### config.mk
export PLATFORM = sky130hd
export DESIGN_NAME = hvp_pulse_seq
export DESIGN_NICKNAME = d
export VERILOG_FILES = /design/src/rtl/hvp_pkg.sv /design/src/rtl/hvp_trig_src.sv /design/src/rtl/hvp_chan.sv /design/src/rtl/hvp_pulse_seq.sv
export SDC_FILE = /design/constraint.sdc
export NUM_CORES = 1
export LEC_CHECK = 0
export ABC_AREA = 1
export BUFFER_PORTS_ARGS = -buffer_cell sky130_fd_sc_hd__clkbuf_2
export CORE_MARGIN = 2
export CORE_UTILIZATION = 45
export CTS_BUF_LIST = sky130_fd_sc_hd__clkbuf_2 sky130_fd_sc_hd__clkbuf_4 sky130_fd_sc_hd__clkbuf_8
export DETAILED_ROUTE_END_ITERATION = 8
export GPL_TIMING_DRIVEN = 0
export RECOVER_POWER = 50
export SYNTH_ARGS = -nofsm -noshare
export SYNTH_HDL_FRONTEND = slang
export SYNTH_HIERARCHICAL = 1
export SYNTH_SLANG_ARGS = --single-unit
### constraint.sdc
create_clock -name clk -period 25 [get_ports clk]
set_clock_uncertainty 0.05 [all_clocks]
set_input_delay 5 -clock clk [delete_from_list [all_inputs] [get_ports clk]]
set_output_delay 5 -clock clk [all_outputs]
set_load 0.01 [all_outputs]
### src/rtl/hvp_pkg.sv
package hvp_pkg;
    typedef enum logic [1:0] {
        ST_IDLE  = 2'd0,
        ST_RUN   = 2'd1,
        ST_DONE  = 2'd2,
        ST_FAULT = 2'd3
    } seq_state_e;
endpackage

### src/rtl/hvp_trig_src.sv
module hvp_trig_src #(
    parameter int PER_W      = 28,
    parameter int MIN_PERIOD = 1_000_000
) (
    input  logic             clk,
    input  logic             rst_n,
    input  logic             trig_ext_i,
    input  logic             mode_int_i,
    input  logic [PER_W-1:0] period_i,
    input  logic             hold_i,
    output logic             trig_o
);
    localparam logic [PER_W-1:0] MIN_P = PER_W'(MIN_PERIOD);

    logic             ext_q;
    logic [PER_W-1:0] tmr_q;
    logic [PER_W-1:0] eff_per;
    logic             tick;
    logic             ext_rise;

    assign eff_per  = (period_i < MIN_P) ? MIN_P : period_i;
    assign tick     = mode_int_i && (tmr_q == eff_per - 1'b1);
    assign ext_rise = trig_ext_i && !ext_q;
    assign trig_o   = mode_int_i ? tick : ext_rise;

    always_ff @(posedge clk) begin
        if (!rst_n) begin
            ext_q <= 1'b0;
            tmr_q <= '0;
        end else begin
            ext_q <= trig_ext_i;
            if (!mode_int_i || hold_i || tick) tmr_q <= '0;
            else                               tmr_q <= tmr_q + 1'b1;
        end
    end

    assert_min_spacing_R3: assert property (@(posedge clk) disable iff (!rst_n)
        (mode_int_i && !hold_i && tick) |=> !tick);
endmodule

### src/rtl/hvp_chan.sv
module hvp_chan #(
    parameter int CNT_W = 16
) (
    input  logic [CNT_W:0]   cnt_i,
    input  logic [CNT_W-1:0] dly_i,
    input  logic [CNT_W-1:0] wid_i,
    input  logic             en_i,
    input  logic             active_i,
    output logic             pulse_o,
    output logic [CNT_W:0]   end_o
);
    logic [CNT_W:0] stop;

    assign stop    = {1'b0, dly_i} + {1'b0, wid_i};
    assign pulse_o = active_i && en_i && (cnt_i >= {1'b0, dly_i}) && (cnt_i < stop);
    assign end_o   = (en_i && wid_i != '0) ? stop : '0;
endmodule

### src/rtl/hvp_pulse_seq.sv
module hvp_pulse_seq
    import hvp_pkg::*;
#(
    parameter int N_OUT      = 8,
    parameter int CNT_W      = 16,
    parameter int PER_W      = 28,
    parameter int MIN_PERIOD = 1_000_000,
    parameter int MISS_W     = 8,
    parameter int STEP2_IDX  = 6
) (
    input  logic               clk,
    input  logic               rst_n,
    input  logic               trig_ext_i,
    input  logic               mode_int_i,
    input  logic [PER_W-1:0]   period_i,
    input  logic               two_step_i,
    input  logic [N_OUT*CNT_W-1:0] dly_i,
    input  logic [N_OUT*CNT_W-1:0] wid_i,
    input  logic               trouble_i,
    input  logic               fault_clr_i,
    output logic [N_OUT-1:0]   pulse_o,
    output logic               busy_o,
    output logic               done_o,
    output logic               fault_o,
    output logic [MISS_W-1:0]  missed_o
);
    localparam logic [MISS_W-1:0] MISS_MAX = '1;

    seq_state_e     state_q, state_d;
    logic [CNT_W:0] cnt_q, cnt_d;
    logic [CNT_W:0] set_end;
    logic [CNT_W:0] ch_end [N_OUT];
    logic [N_OUT-1:0] ch_pulse;
    logic           trig;
    logic           running;
    logic           in_fault;

    assign in_fault = (state_q == ST_FAULT) || trouble_i;
    assign running  = (state_q == ST_RUN) && !trouble_i;

    hvp_trig_src #(.PER_W(PER_W), .MIN_PERIOD(MIN_PERIOD)) u_trig (
        .clk        (clk),
        .rst_n      (rst_n),
        .trig_ext_i (trig_ext_i),
        .mode_int_i (mode_int_i),
        .period_i   (period_i),
        .hold_i     (in_fault),
        .trig_o     (trig)
    );

    for (genvar i = 0; i < N_OUT; i++) begin : g_chan
        hvp_chan #(.CNT_W(CNT_W)) u_chan (
            .cnt_i    (cnt_q),
            .dly_i    (dly_i[i*CNT_W +: CNT_W]),
            .wid_i    (wid_i[i*CNT_W +: CNT_W]),
            .en_i     ((i == STEP2_IDX) ? two_step_i : 1'b1),
            .active_i (running),
            .pulse_o  (ch_pulse[i]),
            .end_o    (ch_end[i])
        );
    end

    always_comb begin
        set_end = '0;
        for (int i = 0; i < N_OUT; i++)
            if (ch_end[i] > set_end) set_end = ch_end[i];
    end

    // Next-state logic
    always_comb begin
        state_d = state_q;
        cnt_d   = cnt_q;
        if (trouble_i) begin
            state_d = ST_FAULT;
            cnt_d   = '0;
        end else begin
            unique case (state_q)
                ST_IDLE: if (trig) begin
                    state_d = ST_RUN;
                    cnt_d   = '0;
                end
                ST_RUN: begin
                    if (cnt_q + 1'b1 >= set_end) state_d = ST_DONE;
                    else                         cnt_d   = cnt_q + 1'b1;
                end
                ST_DONE:  state_d = ST_IDLE;
                ST_FAULT: if (fault_clr_i) state_d = ST_IDLE;
            endcase
        end
    end

    // State register and missed counter
    always_ff @(posedge clk) begin
        if (!rst_n) begin
            state_q  <= ST_IDLE;
            cnt_q    <= '0;
            missed_o <= '0;
        end else begin
            state_q <= state_d;
            cnt_q   <= cnt_d;
            if (trig && !trouble_i && (state_q == ST_RUN || state_q == ST_DONE)
                && missed_o != MISS_MAX)
                missed_o <= missed_o + 1'b1;
        end
    end

    // Outputs
    always_comb begin
        pulse_o = ch_pulse;
        busy_o  = running;
        done_o  = (state_q == ST_DONE) && !trouble_i;
        fault_o = (state_q == ST_FAULT);
    end

    assert_quiet_on_trouble_R5: assert property (@(posedge clk) disable iff (!rst_n)
        trouble_i |-> (pulse_o == '0 && !busy_o));
    assert_fault_latches_R5: assert property (@(posedge clk) disable iff (!rst_n)
        trouble_i |=> fault_o);
    assert_fault_holds_R6: assert property (@(posedge clk) disable iff (!rst_n)
        (fault_o && !fault_clr_i) |=> fault_o);
    assert_step2_off_R4: assert property (@(posedge clk) disable iff (!rst_n)
        !two_step_i |-> !pulse_o[STEP2_IDX]);
    assert_done_single_R8: assert property (@(posedge clk) disable iff (!rst_n)
        done_o |=> !done_o);
    assert_busy_done_excl_R8: assert property (@(posedge clk) disable iff (!rst_n)
        !(busy_o && done_o));
    assert_miss_monotonic_R7: assert property (@(posedge clk) disable iff (!rst_n)
        missed_o >= $past(missed_o));
endmodule

; Word level (Yosys, flattened, before mapping)
; Cells that the tools add are included.
[word_totals]
reg_bits = 56
out_inout_bits = 19
[op_classes]
addsub = 12
order_cmp = 26
eq_ne = 10
muxes = 26
bitwise = 1
n_reduce_logical = 46
[ops]
columns = operator, n
row1 = two-way mux 17 bit, 18
row2 = adder 16 x 16 -> 17 bit, 8
row3 = greater-or-equal comparator 17 x 16 -> 1 bit, 8
row4 = < comparator 17 bit, 8
row5 = nonzero test 16 bit, 8
row6 = > comparator 17 bit, 7
row7 = one-hot mux 17 bit (2 select lines), 1
row8 = "adder 28 x 1 -> 28 bit, second input constant", 1
row9 = equality test 28 bit, 1
row10 = "< comparator 28 x 20 -> 1 bit, second input constant", 1
row11 = two-way mux 28 bit, 1
row12 = "subtractor 28 x 1 -> 28 bit, second input constant", 1
row13 = logical AND 1 bit, 25
row14 = "adder 17 x 1 -> 17 bit, second input constant", 1
row15 = greater-or-equal comparator 17 bit, 1
row16 = "> comparator 17 x 1 -> 1 bit, second input constant", 1
row17 = "adder 8 x 1 -> 8 bit, second input constant", 1
row18 = two-way mux 2 bit, 4
row19 = "!= test 8 bit, second input constant", 1
row20 = one-hot mux 2 bit (4 select lines), 1
row21 = "!= test 3 bit, second input constant", 2
row22 = AND reduction 3 bit, 2
row23 = "equality test 2 bit, second input constant", 2
row24 = logical OR 1 bit, 4
row25 = other kinds (9), 13

; Longest topological paths before layout
[logic_depth]
depth_word = 22
ltp_mapped = 112

; Modules after synthesis
; Netlist, hierarchy kept.
[modules_own_cells]
columns = module, instances, cells_each, area_per_inst_um2
row1 = hvp_chan at g_chan[0].u_chan ..., 4, 347, 1936.9
row2 = hvp_chan at g_chan[2].u_chan ..., 4, 326, 1875.5
row3 = hvp_pulse_seq, 1, 1123, 7133.1
row4 = hvp_trig_src, 1, 501, 2939.1

; Least setup slack after synthesis
; No wires, ideal clock.
[synth_path]
path_type = input to register
startpoint = input dly_i[0]
endpoint = register cnt_q[16]
setup_ns = 0.130
arrival_time_ns = 17.344
slack_ns = 7.476
stages = 105
n_path_buf = 8
path_cell_list = ha_1 fa_1 nand3_1 nand2_2 nand2_2 nand2_2 nand2_1 nand2_1 nand2_1 nand2_2 nor2_2 inv_1 ha_1 nand2_1 nor2_1 nand2_1 nor2_1 nand2_1 (+69 left out) a31o_2 o311ai_1 nand2_1 clkbuf_1 or2_2 nand2_1 ha_1 a21oi_1 nor2_1 a211oi_1 a21oi_1 o21ai_1 nand2_1 nand2_2 nand2_4 buf_2 a21oi_1 nor3_2
[synth_rtl]
columns = item, line_no
row1 = "start, declared", hvp_pulse_seq.sv:17  ; input logic [N_OUT*CNT_W-1:0] dly_i,
row2 = "end signal, assigned", hvp_pulse_seq.sv:100  ; cnt_q <= cnt_d;
row3 = "end, declared", hvp_pulse_seq.sv:30  ; logic [CNT_W:0] cnt_q, cnt_d;

==> impl_metrics.csv <==
group,metric,value,unit
outcome,status,"finished clean",
logic_synthesis,syn-instance-count,4316,
logic_synthesis,synth-main-ff-cell,"dfxtp_1",
logic_synthesis,synth-edff-count,0,
power,max-vdd-ir-drop,0.0752,mV
worst_setup_path,crit_path_top_delay_cell,"fa_1",
worst_setup_path,worstSetupStartpointType,"input pin",
min_path,hold_class,"reg2reg",
logic_synthesis,ys_seq_area_frac,0.0443,
placement,postPlaceCellArea,0.0282,sq mm
worst_setup_path,cp-end-kind,"flop",
floorplanning,die_area,0.0582,sq mm
logic_synthesis,ys_warn_count,6,
clock_network,post_cts_buffers,0,
timing,period_needed,19800,ps
worst_setup_path,timing.rr.start,"cnt_q[0]",
grt,grt_pass1_wl,133000,microns
route,vias,27200,
floorplanning,ioPinCount,310,
clock_network,holdBufCountCts,0,
logic_synthesis,netlist_area,0.0253,sq mm
worst_setup_path,worstPathMaxFanout,10,
clock_network,cts-root-buf,"clkbuf_8",
placement,io_buffer_count,309,
route,drt_iter0_markers,1350,
layout,fill_cells,6075,
worst_setup_path,path_class,"in2reg",
floorplanning,core_area,0.0554,sq mm
clock_network,cts-buffers-inserted,5,
route,drt-total-wl,84800,microns
timing,slew_violations,0,
timing,max-slew-margin-rel,0.149,
worst_setup_path,cp-startpoint,"dly_i[0]",
grt,grt_remaining_overflow,0,
placement,routabilityCongestion,0.962,
worst_setup_path,required,25150,ps
layout,seqCellArea,0.00114,sq mm
power,power_density,79.0,mW/mm^2
clock_network,cts_tree,"done",
layout,synthToLayoutAreaGrowth,11.4,%
worst_setup_path,crit_end,"cnt_q[16]",
clock_network,cts.path.max_buffers,2,
worst_setup_path,r2r_slack,20150,ps
route,remaining_drc_errors,0,
layout,finalInstanceArea,0.0282,sq mm
timing,tightestPinTransition,1270,ps
route,dr.pass1.iters,5,
run,cap_violations,0,
worst_setup_path,timing.rr.end,"cnt_q[16]",
timing,setup_viol,0,
grt,grt_pass1_vias,25400,
layout,multi_input_area,0.0212,sq mm
power,power,0.00223,W
timing,max_freq,0.0505,GHz
logic_synthesis,synth_cell_types,56,
timing,fin_setup_tns,0,ps
clock_network,h-tree-depth,2,
route,ant_nets,0,
route,wl_per_cell,15.7,microns
clock_network,clkSlewWorstSetupHoldPaths,100,ps
clock_network,post_cts_resize_count,0,
logic_synthesis,ys_top_cells_by_area,"ha_1 (26%), nand2_1 (18%), inv_1 (10%)",
logic_synthesis,avgSynthCellArea,5.87,sq um
logic_synthesis,yosysMostFrequentCell,"nand2_1",
worst_setup_path,crit_arrival,19950,ps
placement,dp_hpwl,72100,microns
worst_setup_path,crit_top_cell,"nand2_1",
clock_network,clkSinkCount,56,
logic_synthesis,async_flop_share,0,
worst_setup_path,r2r_cells,20,
layout,fin_nets,5485,
grt,grt_max_degree,21,
logic_synthesis,netlist.top_cell.by_area,"ha_1",
clock_network,clk_latency,320,ps
floorplanning,start_util,0.457,
placement,post-place-ws,5010,ps
route,via_per_inst,5.04,
floorplanning,die_x,241,microns
layout,diodes,0,
timing,min_period_over_period,0.792,
floorplanning,die_h,241,microns
grt,grt_util_all_layers,0.287,
placement,placed_cells,5399,
layout,fin_cells,5407,
logic_synthesis,synth_common_cells,"nand2_1 (1188), inv_1 (708), ha_1 (528), nor2_1 (462), a21oi_1 (271)",
worst_setup_path,slowest_delay,420,ps
logic_synthesis,synth_seq_cells,56,
floorplanning,core.rowCount,86,
timing,post-route-worst-setup-slack,5200,ps
logic_synthesis,synth_top_area_share,0.261,
layout,drive_above_1_share,0.139,
timing,rsz0062_at_grt,"no",
timing,report.final.hold_viol_count,0,
power,p_leak,16.6,nW
grt,antenna_found_initial,1,
worst max-delay path, delay by kind of cell:
kind                     cells  cell delay [ps]
XOR/XNOR                     1              260
AND/OR/NAND/NOR             56             6510
buffers and inverters       18             2780
adder cells (fa/ha/maj)     10             2900
AO/OA/AOI/OAI               16             2450
cell families (layout without fill, tap and decap cells):
kind of cell | after synthesis | after routing | share of synthesized area
flip-flops | 56 | 56 | 0.0443
adder cells (fa/ha/maj) | 536 | 536 | 0.267
other | 1 | 14 | 0.000148
XOR/XNOR | 113 | 113 | 0.0391
AO/OA/AOI/OAI | 449 | 449 | 0.0988
AND/OR/NAND/NOR | 2403 | 2403 | 0.433
buffers and inverters | 758 | 1088 | 0.118
cell type report:
class / count / share of cell area
clock inverter: 3 / 0.00164
multi-input combinational: 3515 / 0.753
timing repair buffer: 322 / 0.0645
clock buffer: 5 / 0.00244
buffer: 37 / 0.00865
tap: 748 / 0.0332
inverter: 721 / 0.0960
sequential: 56 / 0.0405
cell usage in the layout (no fill, tap or decap), drive strengths merged, types with 2 or more instances in the layout:
cell type and count:
fa 8, xor2 59, a31oi 2, nor3b 2
or2 34, o31ai 7, nor4b 2, nand3 327
o21a 9, o211ai 2, nor4 39, a21o 12
nor2 503, o311ai 2, conb 14, ha 528
o21bai 8, nand4 60, a211oi 10, clkbuf 322
and2 52, buf 42, nand3b 31, nand2 1292
xnor2 54, dfxtp 56, o21ai 99, nor3 58
inv 722, a21oi 291, o2111ai 4
routing by layer:
metal	global-route usage	part of all wire
met4	0.0801	0.030
met3	0.0122	0.033
met5	0	0
met2	0.517	0.48
met1	0.370	0.46
metrics by stage:
step | hold WS [ps] | util
floorplan | 379 | -
global placement | 397 | 0.503
detailed placement | 406 | 0.508
CTS | 431 | 0.510
global route | 453 | 0.509
finish | 431 | 0.509
worst min-delay path by stage:
stage                               start               to  slack [ps]  cells past startpoint
after floorplan           u_trig/tmr_q[0]  u_trig/tmr_q[0]         380                      1
after global placement    u_trig/tmr_q[0]  u_trig/tmr_q[0]         400                      1
after detailed placement  u_trig/tmr_q[0]  u_trig/tmr_q[0]         410                      1
after CTS                 u_trig/tmr_q[0]  u_trig/tmr_q[0]         430                      1
after global routing          missed_o[4]      missed_o[4]         450                      2
final                     u_trig/tmr_q[0]  u_trig/tmr_q[0]         430                      1
flip-flops by register name (all words and copies together), names as in the netlist:
| name | count |
|---|---|
| u_trig/tmr_q | 28 |
| cnt_q | 17 |
| missed_o | 8 |
| state_q | 2 |
| u_trig/ext_q | 1 |
power breakdown:
part	total (W)	switching (W)	internal, W	leakage [nW]
Combinational	0.00205	0.00128	0.000770	16.1
Clock	0.0000618	0.0000316	0.0000302	0.0548
Sequential	0.000120	0.0000261	0.0000936	0.461
Note: power is estimated with default switching activity, not from simulation.
